## src/rtl/trig_chain_pkg.sv

```systemverilog
package trig_chain_pkg;
  localparam int NUM_PAIRS = 5;

  typedef enum logic [1:0] {
    KIND_FETCH,
    KIND_LOAD,
    KIND_STORE
  } trig_kind_e;

  // fixed kind of each trigger slot
  function automatic trig_kind_e kind_of(input int t);
    case (t)
      0, 1, 6, 8: kind_of = KIND_FETCH;
      2, 3, 7:    kind_of = KIND_STORE;
      default:    kind_of = KIND_LOAD;
    endcase
  endfunction

  // store chained with store is not permitted
  function automatic bit chain_allowed(input int p);
    chain_allowed = !(kind_of(2*p) == KIND_STORE && kind_of(2*p+1) == KIND_STORE);
  endfunction
endpackage

```

## src/rtl/trig_cfg_regs.sv

```systemverilog
module trig_cfg_regs #(
  parameter int NUM_PAIRS = trig_chain_pkg::NUM_PAIRS,
  parameter int NUM_TRIG  = 2 * NUM_PAIRS,
  parameter int IDX_W     = $clog2(NUM_TRIG)
) (
  input  logic                 clk_i,
  input  logic                 rst_ni,
  input  logic                 wr_valid_i,
  input  logic [IDX_W-1:0]     wr_idx_i,
  input  logic                 wr_en_i,
  input  logic                 wr_timing_i,
  input  logic                 wr_chain_i,
  output logic [NUM_TRIG-1:0]  en_o,
  output logic [NUM_TRIG-1:0]  timing_o,
  output logic [NUM_PAIRS-1:0] chain_o
);
  for (genvar t = 0; t < NUM_TRIG; t++) begin : g_trig
    logic sel;
    assign sel = wr_valid_i && (wr_idx_i == IDX_W'(t));
    always_ff @(posedge clk_i or negedge rst_ni) begin
      if (!rst_ni) begin
        en_o[t]     <= 1'b0;
        timing_o[t] <= 1'b0;
      end else if (sel) begin
        en_o[t]     <= wr_en_i;
        timing_o[t] <= wr_timing_i;
      end
    end
  end

  // chain bit rides on writes to the even member
  for (genvar p = 0; p < NUM_PAIRS; p++) begin : g_pair
    logic sel;
    assign sel = wr_valid_i && (wr_idx_i == IDX_W'(2*p));
    always_ff @(posedge clk_i or negedge rst_ni) begin
      if (!rst_ni)  chain_o[p] <= 1'b0;
      else if (sel) chain_o[p] <= wr_chain_i;
    end
  end
endmodule

```

## src/rtl/trig_pair_resolve.sv

```systemverilog
module trig_pair_resolve #(
  parameter bit CHAIN_OK = 1'b1
) (
  input  logic [1:0] hit_i,
  input  logic [1:0] en_i,
  input  logic [1:0] timing_i,
  input  logic       chain_i,
  output logic [1:0] fire_now_o,
  output logic [1:0] fire_next_o
);
  logic [1:0] live;
  logic [1:0] fire;
  logic       chained;

  assign live = hit_i & en_i;

  if (CHAIN_OK) begin : g_chain
    assign chained = chain_i;
  end else begin : g_nochain
    logic unused;
    assign unused  = chain_i;
    assign chained = 1'b0;
  end

  always_comb begin
    if (chained) begin
      fire = {2{live[0] & live[1] & (timing_i[0] == timing_i[1])}};
    end else begin
      fire = live;
    end
  end

  assign fire_now_o  = fire & ~timing_i;
  assign fire_next_o = fire &  timing_i;
endmodule

```

## src/rtl/trig_chain_resolver.sv

```systemverilog
module trig_chain_resolver #(
  parameter int NUM_PAIRS = trig_chain_pkg::NUM_PAIRS,
  localparam int NUM_TRIG = 2 * NUM_PAIRS,
  localparam int IDX_W    = $clog2(NUM_TRIG)
) (
  input  logic                clk_i,
  input  logic                rst_ni,
  input  logic [NUM_TRIG-1:0] hit_i,
  input  logic                wr_valid_i,
  input  logic [IDX_W-1:0]    wr_idx_i,
  input  logic                wr_en_i,
  input  logic                wr_timing_i,
  input  logic                wr_chain_i,
  output logic [NUM_TRIG-1:0] fire_now_o,
  output logic [NUM_TRIG-1:0] fire_next_o,
  output logic                any_now_o,
  output logic                any_next_o
);
  logic [NUM_TRIG-1:0]  en_q;
  logic [NUM_TRIG-1:0]  timing_q;
  logic [NUM_PAIRS-1:0] chain_q;

  trig_cfg_regs #(.NUM_PAIRS(NUM_PAIRS)) u_cfg (
    .clk_i       (clk_i),
    .rst_ni      (rst_ni),
    .wr_valid_i  (wr_valid_i),
    .wr_idx_i    (wr_idx_i),
    .wr_en_i     (wr_en_i),
    .wr_timing_i (wr_timing_i),
    .wr_chain_i  (wr_chain_i),
    .en_o        (en_q),
    .timing_o    (timing_q),
    .chain_o     (chain_q)
  );

  for (genvar p = 0; p < NUM_PAIRS; p++) begin : g_pair
    trig_pair_resolve #(.CHAIN_OK(trig_chain_pkg::chain_allowed(p))) u_pair (
      .hit_i       (hit_i[2*p +: 2]),
      .en_i        (en_q[2*p +: 2]),
      .timing_i    (timing_q[2*p +: 2]),
      .chain_i     (chain_q[p]),
      .fire_now_o  (fire_now_o[2*p +: 2]),
      .fire_next_o (fire_next_o[2*p +: 2])
    );
  end

  assign any_now_o  = |fire_now_o;
  assign any_next_o = |fire_next_o;
endmodule

```

## config.mk

```make
export PLATFORM = sky130hd
export DESIGN_NAME = trig_chain_resolver
export DESIGN_NICKNAME = d
export VERILOG_FILES = /design/src/rtl/trig_chain_pkg.sv /design/src/rtl/trig_cfg_regs.sv /design/src/rtl/trig_pair_resolve.sv /design/src/rtl/trig_chain_resolver.sv
export SDC_FILE = /design/constraint.sdc
export NUM_CORES = 1
export LEC_CHECK = 0
export ABC_CLOCK_PERIOD_IN_PS = 1100
export CAP_MARGIN = 5
export CORE_ASPECT_RATIO = 0.75
export CORE_MARGIN = 4
export CORE_UTILIZATION = 35
export CTS_CLUSTER_SIZE = 14
export DETAILED_ROUTE_END_ITERATION = 16
export PLACE_DENSITY = 0.7
export SLEW_MARGIN = 10
export SYNTH_ARGS = -nofsm -noshare
export SYNTH_HDL_FRONTEND = slang
export SYNTH_HIERARCHICAL = 1
export SYNTH_SLANG_ARGS = --single-unit
```

## constraint.sdc

```tcl
create_clock -name clk_i -period 1.1 [get_ports clk_i]
set_input_delay 0.22 -clock clk_i [delete_from_list [all_inputs] [get_ports clk_i]]
set_output_delay 0.22 -clock clk_i [all_outputs]
set_load 0.005 [all_outputs]
```

# ---- Word level (Yosys, flattened, before mapping)
# Index checks and enable logic that the tools add are counted.
dict set report word_totals {
  reg_bits 24
  in_bits 20
  output_inout_bits 22
  elab_cells 82
}
dict set report op_classes {
  eq_ne 13
  mux 4
  n_bitwise 28
  n_reduce_logical 13
}
# operator count
set op_table {}
lappend op_table {{$and A2 B2 Y2} 15}
lappend op_table {{$reduce_or A10 Y1} 2}
lappend op_table {{$eq A4 B3 Y1 const B} 4}
lappend op_table {{$logic_and A1 B1 Y1} 10}
lappend op_table {{$not A2 Y2} 5}
lappend op_table {{$and A1 B1 Y1} 8}
lappend op_table {{$eq A4 B2 Y1 const B} 2}
lappend op_table {{$eq A4 B4 Y1 const B} 2}
lappend op_table {{$mux W2} 4}
lappend op_table {{$eq A1 B1 Y1} 4}
lappend op_table {{$eq A4 B1 Y1 const B} 1}
lappend op_table {{$logic_not A4 Y1} 1}

# ---- Longest topological paths before layout
dict set report depth {
  ltp_word 6
  depth_mapped 4
  ltp_nobuf 4
}

# ---- Modules after synthesis
# The synthesis kept the hierarchy.
# mod instances cells_per_inst area_each_um2 seq_area_each_um2
set modules_own_cells {}
lappend modules_own_cells {trig_cfg_regs 1 67 1021.0 625.6}
lappend modules_own_cells {{trig_pair_resolve at g_pair[0].u_pair ...} 4 8 45.0 0.0}
lappend modules_own_cells {trig_chain_resolver 1 8 42.5 0.0}
lappend modules_own_cells {{trig_pair_resolve at g_pair[1].u_pair} 1 4 32.5 0.0}

# ---- Worst setup path after synthesis
# No wires, ideal clock.
dict set report synth_timing {
  kind {input to register}
  start {input wr_idx_i[3]}
  end {register u_cfg.en_o[3]}
  setup_ns 0.125
  arrival_ns 1.075
  required_ns 0.975
  path_slack_ns -0.100
  stages 3
  path_buffers 0
  path_cell_list {nor3b_1 -> and3_1 -> mux2_2}
}
dict set report synth_between {
  elab_chain_cells 2
}
# item line
set synth_lines {}
lappend synth_lines {{start, declared} trig_chain_resolver.sv:10} ;# input logic [IDX_W-1:0] wr_idx_i,
lappend synth_lines {{$eq A4 B2 Y1} trig_cfg_regs.sv:19} ;# assign sel = wr_valid_i && (wr_idx_i == IDX_W'(t));
lappend synth_lines {{$logic_and A1 B1 Y1} trig_cfg_regs.sv:19}
lappend synth_lines {{end signal, assigned by index} trig_cfg_regs.sv:25} ;# en_o[t] <= wr_en_i;
lappend synth_lines {{end, declared} trig_cfg_regs.sv:13} ;# output logic [NUM_TRIG-1:0] en_o,
# No other way between the ends.
# A chain may end at the register's enable or synchronous reset.

# ---- Worst setup path after layout
dict set report layout_timing {
  start {register u_cfg.en_o[9]}
  end {output any_now_o}
}
dict set report layout_between {
  elab_chain_cells 6
}
# item line
set layout_lines {}
lappend layout_lines {{$and A2 B2 Y2 *} trig_pair_resolve.sv:15} ;# assign live = hit_i & en_i;
lappend layout_lines {{$and A1 B1 Y1 (2 in series)} trig_pair_resolve.sv:27} ;# fire = {2{live[0] & live[1] & (timing_i[0] == timing_i[1])}};
lappend layout_lines {{$mux W2 *} trig_pair_resolve.sv:26} ;# if (chained) begin
lappend layout_lines {{$and A2 B2 Y2 *} trig_pair_resolve.sv:33} ;# assign fire_now_o = fire & ~timing_i;
lappend layout_lines {{$reduce_or A10 Y1 *} trig_chain_resolver.sv:47} ;# assign any_now_o = |fire_now_o;
lappend layout_lines {{end, declared} trig_chain_resolver.sv:16} ;# output logic any_now_o,
# Every way passes the cells marked *; elsewhere a longest branch is shown, timed or not.

==> impl_metrics.ini <==
[floorplan]
rows = 18
die_height_um = 59.5
die_w_um = 76.7
core-area_mm2 = 0.00336
initial_core_util_pct = 37.0
die_area_mm2 = 0.00457
ioPinCount = 42

[pwr]
switchingPower_mw = 1.04
swShare_pct = 31.0
vdd_drop_max_mv = 0.872
pwr-share-clk_pct = 17.8
internal_power_mw = 2.30
power.density_mw_per_mm2 = 1340
p_comb_share_pct = 42.8
p_leak_nw = 1.11
p_seq_share_pct = 39.4

[detailed_routing]
antenna_left = 0
num_vias = 1301
vias_per_cell = 5.33
drc = 0
first_pass_iters = 5
drtIter0Drc = 32
wl_um = 4150
drt-wirelength-per-cell_um = 17.0

[critical_path]
worst-r2r-setup-slack_ns = 0.11
cp.arrival_ns = 1.55
endpoint_kind = output pin
cp-startpoint = u_cfg/en_o[9]
worst-setup-path-type = reg2out
crit_required_ns = 0.88
r2r_end = u_cfg/chain_o[2]
setup.worst_path.start_class = flop
r2r-start = u_cfg/chain_o[2]
reg2reg_depth = 2
critPathCapture = any_now_o
cp_max_fo = 2

[global_routing]
grt_pass1_wl_um = 7030
grtUsageTotal_pct = 19.7
antenna_found_initial = 0
grt_pass1_vias = 1452
gr-total-overflow = 0
grt_max_degree = 25

[finish]
n_antenna_cell = 0
final_layout_size_suffix_gt1_share_pct = 73.0
instances_no_fill = 244
fin_nets = 225
finalInstanceArea_mm2 = 0.00250
syn_to_final_growth_pct = 102

[timing]
fin_skew_ns = 0
period_minus_slack_ns = 1.77
worst_pin_slew_ns = 0.299
hold_violations = 0
max-slew-margin-rel_pct = 80.1
fmax_ghz = 0.564
fin_ws_ns = -0.672
setup_viol_count_final = 25
rsz0062_at_grt = yes
finalCritPeriodShare_pct = 161
drv_slew = 0

[placed_design]
place_inst = 226
place.gp.congestion = 0.768
placement.cell_area_mm2 = 0.00204
io_buffers = 41
dp_hpwl_um = 2810

[synthesis]
synth_cells = 109
synth_area_mm2 = 0.00124
syn_avg_cell_area_um2 = 11.4
synth-warning-count = 6
synth_nets = 129

[clocking]
cts_tree = done
clock-sinks = 24
clkLatencyLatePin_ns = 0.26
root_buffer = clkbuf_8
cts_made_buffers = 3
clk_pin_slew_worst_paths_ns = 0.08
cts_max_path_buffers = 2
h-tree-depth = 1

[run_status]
violations = setup timing
run_status = complete, but fails checks

[flow_run]
cap_violations = 0

[worst_hold_path]
hold_class = in2async
==> power groups by stage <==
stage          combinational, mW  clock [mW]  sequential [mW]
3_3_place_gp                1.03           0             1.26
5_1_grt                     1.53       0.661             1.34
6_report                    1.43       0.595             1.32
2_1_floorplan              0.422           0             1.24
4_1_cts                     1.34       0.602             1.28
3_5_place_dp                1.05           0             1.27
==> area by class of cell <==
cell class                      count  area (um^2)
Sequential cell                    24          602
Timing Repair Buffer               93          872
Clock buffer                        4         55.1
Multi-Input combinational cell     83          920
Fill cell                         207          857
Tap cell                           40         50.0
==> metrics by stage <==
stage                     setup WS (ns)  total power, mW  TNS [ns]  utilization (%)  hold WS [ns]
after floorplan                 -0.0664             1.66    -0.450                -       -0.0756
after global placement           -0.961             2.28    -29.52             60.7         0.506
after detailed placement         -0.985             2.33    -31.23             60.7         0.519
after CTS                        -0.658             3.23     -7.87             72.0         0.298
after global routing             -0.767             3.54     -9.91             74.5         0.303
final                            -0.672             3.34     -8.28             74.5         0.292
==> sequential cells by signal, indices dropped and copies added, names as in the netlist <==
signal,count
u_cfg/chain_o,4
u_cfg/timing_o,10
u_cfg/en_o,10
==> worst min-delay path by stage <==
stage / startpoint / endpoint / slack, ns
after floorplan: rst_ni / u_cfg/chain_o[0] / -0.08
after global placement: u_cfg/timing_o[4] / u_cfg/timing_o[4] / 0.51
after detailed placement: u_cfg/timing_o[9] / u_cfg/timing_o[9] / 0.52
after CTS: rst_ni / u_cfg/timing_o[1] / 0.30
after global routing: rst_ni / u_cfg/timing_o[1] / 0.30
final: rst_ni / u_cfg/timing_o[1] / 0.29
==> cells in the final DEF (no fill, tap or decap), types with 2 or more instances in the layout <==
| master | n |
|---|---|
| nand3b_1 | 11 |
| nor4_2 | 3 |
| mux2_4 | 7 |
| buf_4 | 32 |
| nor3b_4 | 2 |
| nand2_1 | 2 |
| buf_2 | 5 |
| mux2_2 | 17 |
| a21oi_2 | 10 |
| clkdlybuf4s50_1 | 4 |
| a21oi_4 | 6 |
| nor2_1 | 2 |
| dfrtp_1 | 23 |
| nand3_4 | 4 |
| and3b_2 | 2 |
| dlygate4sd2_1 | 10 |
| buf_6 | 39 |
| clkbuf_8 | 4 |
| nor2_2 | 2 |
| and3_4 | 2 |
| nand3_2 | 5 |
==> worst max-delay path, cell delays in order, from the launching register on <==
cell and delay [ns]:
dfrtp_1 0.41, nand3b_1 0.17, buf_4 0.15, a21oi_4 0.03, nor4_2 0.26, nand3_1 0.12
buf_2 0.15
==> metal layers <==
| layer | vias to the layer above | wire length [um] | track usage [%] | share of wire (%) |
|---|---|---|---|---|
| met5 | - | 0 | 0 | 0 |
| met4 | 0 | 25 | 5.68 | 0.60 |
| met3 | 4 | 276 | 3.80 | 6.7 |
| met2 | 45 | 1960 | 34.4 | 47 |
| met1 | 647 | 1890 | 25.2 | 45 |
| li1 | 605 | - | - | - |
==> what timing repair did <==
| action | in CTS | in global routing |
|---|---|---|
| hold buffers | 0 | 0 |
| pin swaps | 33 | 10 |
| gates resized for setup | 184 | 23 |
| setup buffers | 20 | 5 |
| gates cloned | 0 | 0 |
| endpoints found under the setup margin | 46 | 38 |
| hold endpoints to repair | 0 | 0 |
Power figures use the tool's default switching activity.
